### src/rtl/scg_pkg.sv
`timescale 1ns/1ps
package scg_pkg;
  localparam int REG_W     = 32;
  localparam int ADDR_W    = 4;
  localparam int OP_LSB    = 2;
  localparam int SRST_POS  = 31;
  localparam int CGATE_POS = 30;

  // Write offset selects how the written ones act on the controlled bits.
  typedef enum logic [1:0] {
    OP_LOAD = 2'd0,
    OP_SET  = 2'd1,
    OP_CLR  = 2'd2,
    OP_TGL  = 2'd3
  } alias_op_e;
endpackage

### src/rtl/scg_bit_update.sv
`timescale 1ns/1ps
module scg_bit_update
  import scg_pkg::*;
(
  input  logic      wr_en,
  input  alias_op_e op,
  input  logic      cur,
  input  logic      wbit,
  output logic      nxt
);
  always_comb begin
    nxt = cur;
    if (wr_en) begin
      unique case (op)
        OP_LOAD: nxt = wbit;
        OP_SET:  nxt = cur | wbit;
        OP_CLR:  nxt = cur & ~wbit;
        OP_TGL:  nxt = cur ^ wbit;
      endcase
    end
  end
endmodule

### src/rtl/scg_settle_pipe.sv
`timescale 1ns/1ps
module scg_settle_pipe #(
  parameter int   DEPTH   = 3,
  parameter logic RST_VAL = 1'b1
) (
  input  logic clk,
  input  logic rst_n,
  input  logic din,
  output logic dout
);
  logic [DEPTH-1:0] stage;

  for (genvar i = 0; i < DEPTH; i++) begin : g_stage
    if (i == 0) begin : g_head
      always_ff @(posedge clk or negedge rst_n) begin
        if (!rst_n) stage[0] <= RST_VAL;
        else        stage[0] <= din;
      end
    end else begin : g_body
      always_ff @(posedge clk or negedge rst_n) begin
        if (!rst_n) stage[i] <= RST_VAL;
        else        stage[i] <= stage[i-1];
      end
    end
  end

  assign dout = stage[DEPTH-1];
endmodule

### src/rtl/scg_gate_seq.sv
`timescale 1ns/1ps
module scg_gate_seq #(
  parameter int GATE_DELAY = 4
) (
  input  logic clk,
  input  logic rst_n,
  input  logic live,
  output logic hw_set
);
  localparam int CNT_W = $clog2(GATE_DELAY + 1);
  localparam logic [CNT_W-1:0] LAST = CNT_W'(GATE_DELAY - 1);

  logic [CNT_W-1:0] cnt;
  logic             done;

  assign hw_set = live && !done && (cnt == LAST);

  always_ff @(posedge clk or negedge rst_n) begin
    if (!rst_n) begin
      cnt  <= '0;
      done <= 1'b1;
    end else if (!live) begin
      cnt  <= '0;
      done <= 1'b0;
    end else if (hw_set) begin
      cnt  <= '0;
      done <= 1'b1;
    end else if (!done) begin
      cnt  <= cnt + 1'b1;
    end
  end
endmodule

### src/rtl/srst_cgate_ctrl.sv
`timescale 1ns/1ps
module srst_cgate_ctrl
  import scg_pkg::*;
#(
  parameter int SETTLE_CYCLES = 3,
  parameter int GATE_DELAY    = 4
) (
  input  logic              clk,
  input  logic              rst_n,
  input  logic              wr_en,
  input  logic [ADDR_W-1:0] wr_addr,
  input  logic [REG_W-1:0]  wr_data,
  output logic [REG_W-1:0]  rd_data,
  output logic              mod_rst,
  output logic              mod_clk_en
);
  alias_op_e op;
  logic      srst_req, srst_req_nxt;
  logic      cgate, cgate_nxt;
  logic      srst_live;
  logic      gate_hw_set;
  logic      unused_bits;

  assign op          = alias_op_e'(wr_addr[OP_LSB+1:OP_LSB]);
  assign unused_bits = ^{wr_addr[OP_LSB-1:0], wr_data[CGATE_POS-1:0]};

  scg_bit_update u_req_upd (
    .wr_en (wr_en),
    .op    (op),
    .cur   (srst_req),
    .wbit  (wr_data[SRST_POS]),
    .nxt   (srst_req_nxt)
  );

  scg_bit_update u_gate_upd (
    .wr_en (wr_en),
    .op    (op),
    .cur   (cgate),
    .wbit  (wr_data[CGATE_POS]),
    .nxt   (cgate_nxt)
  );

  always_ff @(posedge clk or negedge rst_n) begin
    if (!rst_n) begin
      srst_req <= 1'b1;
      cgate    <= 1'b1;
    end else begin
      srst_req <= srst_req_nxt;
      cgate    <= cgate_nxt | gate_hw_set;
    end
  end

  scg_settle_pipe #(
    .DEPTH   (SETTLE_CYCLES),
    .RST_VAL (1'b1)
  ) u_pipe (
    .clk  (clk),
    .rst_n(rst_n),
    .din  (srst_req),
    .dout (srst_live)
  );

  scg_gate_seq #(
    .GATE_DELAY (GATE_DELAY)
  ) u_seq (
    .clk    (clk),
    .rst_n  (rst_n),
    .live   (srst_live),
    .hw_set (gate_hw_set)
  );

  always_comb begin
    rd_data            = '0;
    rd_data[SRST_POS]  = srst_live;
    rd_data[CGATE_POS] = cgate;
  end

  assign mod_rst    = srst_live;
  assign mod_clk_en = ~cgate;
endmodule

### config.mk
export PLATFORM = sky130hd
export DESIGN_NAME = srst_cgate_ctrl
export DESIGN_NICKNAME = d
export VERILOG_FILES = /design/src/rtl/scg_pkg.sv /design/src/rtl/scg_bit_update.sv /design/src/rtl/scg_settle_pipe.sv /design/src/rtl/scg_gate_seq.sv /design/src/rtl/srst_cgate_ctrl.sv
export SDC_FILE = /design/constraint.sdc
export NUM_CORES = 1
export LEC_CHECK = 0
export ABC_AREA = 1
export CORE_MARGIN = 3
export CORE_UTILIZATION = 29
export DETAILED_ROUTE_END_ITERATION = 8
export PLACE_DENSITY = 0.8
export SLEW_MARGIN = 10
export SYNTH_ARGS = -nofsm -noshare
export SYNTH_HDL_FRONTEND = slang
export SYNTH_SLANG_ARGS = --single-unit
### constraint.sdc
create_clock -name clk -period 1.5 [get_ports clk]
set_input_delay 0.3 -clock clk [delete_from_list [all_inputs] [get_ports clk]]
set_output_delay 0.3 -clock clk [all_outputs]
set_load 0.1 [all_outputs]
==> results.md, run 1 <==
Yosys:
- The count of warnings emitted by yosys is 0.
- The post-synth design cell area is 726 sq um.
- Synthesis produced a netlist whose cell count is 87.
- In this run, synthesis produced a sequential element count of 9.
- Of the synthesized area, sequential elements account for 0.321.
- Averaged over all synthesized cells, the footprint is 8.34 sq um.
- In this run, distinct cell masters in the synthesized netlist total 18.

Timing:
- The number of pins exceeding their max-slew limit in the final report is 0.
- The final-report hold violation count is 0.
- Setup repair after global routing left no endpoint under its margin.
- Timing would allow up to 712 MHz.
- Once routing completed, OpenROAD measured the worst setup slack at 0.0960 ns.
- For the final database, setup skew stands at 0.00188 ns.
- The final number of setup-violating endpoints is 0.
- The final critical path time including I/O delays and setup is 1.40 ns.
- The share of the clock period used by the worst path after layout is 0.936.

Placed design:
- Before CTS, the worst setup slack after placement is 0.0289 ns.
- The wire-length estimate of the detail-placed layout is 901 um.
- At the end of routability-driven placement, the weighted congestion stood at 0.668.
- After detailed placement, the design holds a cell count of 122.
- The total of buffers placed on input and output ports is 10.

Worst setup path:
- By startpoint and endpoint, the worst setup path is classified as register to primary output.
- At the worst endpoint, the required time is 1.20 ns.
- For the worst setup path, the data arrival time is 1.10 ns.
- The worst setup path is launched from a register.
- The worst setup path is captured at a primary output.
- The largest fanout of any net on the critical path is 4.

GRT:
- The number of antenna violations at the first check in global routing is 0.
- The via count of the first global-routing pass came to 431.
- The largest net degree at the start of global routing is 10.
- Across every metal layer, demand over resource in global routing totals 0.0667.
- The first global-routing pass estimated 1660 um of wire.
- The total congestion overflow is 0.

Floorplanning:
- The initial utilization of the core area, before any placement, comes to 0.316.
- The placeable core region is 0.00230 sq mm.
- Measured along the y axis, the die boundary spans 56.0 um.
- The boundary pin count is 73.
- The area enclosed by the die boundary is 0.00314 sq mm.
- The floorplan has 17 rows.
- The overall die width is 56.0 um.

CTS:
- The clock edge transition at the registers on the reported setup and hold paths is 0.06 ns.
- The longest clock path from root to sink contains 2 buffers.
- The library cell used as clock root buffer is sky130_fd_sc_hd__clkbuf_4.
- Buffers inserted during clock tree synthesis total 3.
- The number of hold buffers added after CTS was 0.
- Buffers added to address setup during post-CTS repair amount to 0.
- The clock tree from TritonCTS is yes.
- The post-cts resize count is 0.
- The clock reaches the later pin of the worst-skew pair after 0.25 ns.
- The clock net in this run drives a total of 9 sinks.
- The total number of H-tree levels is 1.

Pwr:
- Dividing total power by cell area gives a power density of 1500 mW/mm^2.
- Across the VDD grid, the largest voltage drop is 479 uV.
- The relative contribution of the clock network to total power is 0.148.
- The combinational group share of total power is 0.568.
- The switching power of the nets is 660 uW.
- The final total power is 1190 uW.
- The sequential cell fraction of total power is 0.284.
- The switching part of the total is 0.554.
- The analysis attributes to cell leakage a power of 0.000428 uW.
- The total internal power is 532 uW.

Finish:
- Of the cells placed in the final design, the portion with a size suffix greater than 1 is 0.163.
- The synthesis-to-finish area growth is 9.66%.
- For this run, the number of standard cells in the final layout without fillers is 126.
- In the layout the commonest cells are sky130_fd_sc_hd__conb_1 (30), sky130_fd_sc_hd__inv_1 (12), sky130_fd_sc_hd__nand2_1 (9).
- For this run, the share of the core covered by cells in the final layout is 0.346.
- The number of antenna cells inserted is 0.
- In the final design database the tool counted 143 nets.
- The most frequent standard cell in the layout excluding fill and tap cells is sky130_fd_sc_hd__conb_1.

Detailed routing:
- For this block, the initial DRC count from the detailed router was 4.
- Summing over every cut layer, the via total after detailed routing is 464.
- The total routed wirelength is 978 um.
- The ratio of routed vias to standard cells is 3.68.
- In the routed design, unresolved DRC markers number 0.
- The first detailed-routing pass took 4 iterations.
- The routed wire length per instance is 7.76 um.
- The residual antenna-violating net count after detailed routing is 0.

Min path:
- The type of the worst min-delay path is input pin to asynchronous set/reset pin.

Status:
- The flow ran to the end, and the final reports show no timing, DRC or antenna violations.

Job:
- The tool flagged a number of max-cap violations equal to 0.
==> path summary, 6_finish.rpt <==
kind | start | to | slack, ns | cells after the start
max | cgate | mod_clk_en | 0.1 | 2
min | rst_n | u_seq.cnt[0] | 0.34 | 1
max reg2reg | cgate | cgate | 0.21 | 6
min reg2reg | u_pipe.stage[0] | u_pipe.stage[1] | 0.36 | 0
max in group asynchronous | rst_n | u_pipe.dout | 0.85 | 1
min in group clk | u_pipe.stage[0] | u_pipe.stage[1] | 0.36 | 0
==> power by group through the flow <==
stage	Combinational (uW)	Sequential [uW]	Clock, uW
after floorplan	603	356	0
after global placement	671	340	0
after detailed placement	678	343	0
after CTS	679	339	184
after global routing	713	344	204
final	677	338	176
==> layer usage <==
metal  up-vias  track usage  share of wire
li1        231            -              -
met1       215       0.0572           0.33
met2        18        0.129           0.58
met3         0       0.0302          0.090
met4         0       0.0305              0
met5         -            0              0
==> synthesized netlist by cell type <==
cell type                  instances  area share
sky130_fd_sc_hd__inv_1            12       0.062
sky130_fd_sc_hd__dfrtp_1           3        0.10
sky130_fd_sc_hd__a21oi_1           2       0.014
sky130_fd_sc_hd__nor3_1            1      0.0069
sky130_fd_sc_hd__nand4_1           2       0.017
sky130_fd_sc_hd__o31ai_1           1       0.010
sky130_fd_sc_hd__a21oi_2           1       0.012
sky130_fd_sc_hd__o21bai_1          1       0.010
sky130_fd_sc_hd__buf_4            32        0.33
sky130_fd_sc_hd__ha_1              5       0.086
sky130_fd_sc_hd__inv_2             1      0.0052
sky130_fd_sc_hd__nand3_1           7       0.048
sky130_fd_sc_hd__a22oi_1           1       0.010
sky130_fd_sc_hd__nor2_2            1      0.0086
sky130_fd_sc_hd__nand2_1           9       0.047
sky130_fd_sc_hd__dfstp_2           6        0.22
sky130_fd_sc_hd__conb_1            1      0.0052
sky130_fd_sc_hd__nor2_1            1      0.0052
==> cells by family after synthesis <==
family                     Yosys count  synth area share
AOI/OAI and AO/OA                    6            0.0569
buffers and inverters               45             0.398
adders and majority gates            5            0.0862
DFF                                  9             0.321
and+or+nand+nor                     21             0.133
other                                1           0.00517
==> state kept, by name (all words and copies together) (netlist names) <==
name          cells
cgate             1
srst_req          1
u_pipe.dout       1
u_pipe.stage      2
u_seq.cnt         3
u_seq.done        1
==> critical path, stage by stage (launching register included) <==
cell,delay [ns]
sky130_fd_sc_hd__dfstp_2,0.58
sky130_fd_sc_hd__inv_1,0.10
sky130_fd_sc_hd__buf_12,0.17
==> metrics by stage <==
step                hold WS, ns  TNS, ns  area [sq um]
CTS                       0.349        0           796
finish                    0.339        0           796
detailed placement        0.347        0           769
global placement          0.347        0           769
floorplan               0.00441   -0.207           835
global route              0.354        0           796
==> final cells by class <==
class,count,area (sq um)
tap,28,35.0
timing repair buffer,10,140
inverter,13,48.8
fill,248,1500
sequential,9,233
clock buffer,4,26.3
multi-input combinational,62,313
No activity file was read; power rests on OpenSTA's default activity.
==> run 2, diff against run 1 <==
Settings changed: GPL_ROUTABILITY_DRIVEN set to 0.
==> results of run 2 <==
Final layout, timing and power as in run 1 (identical DEF).
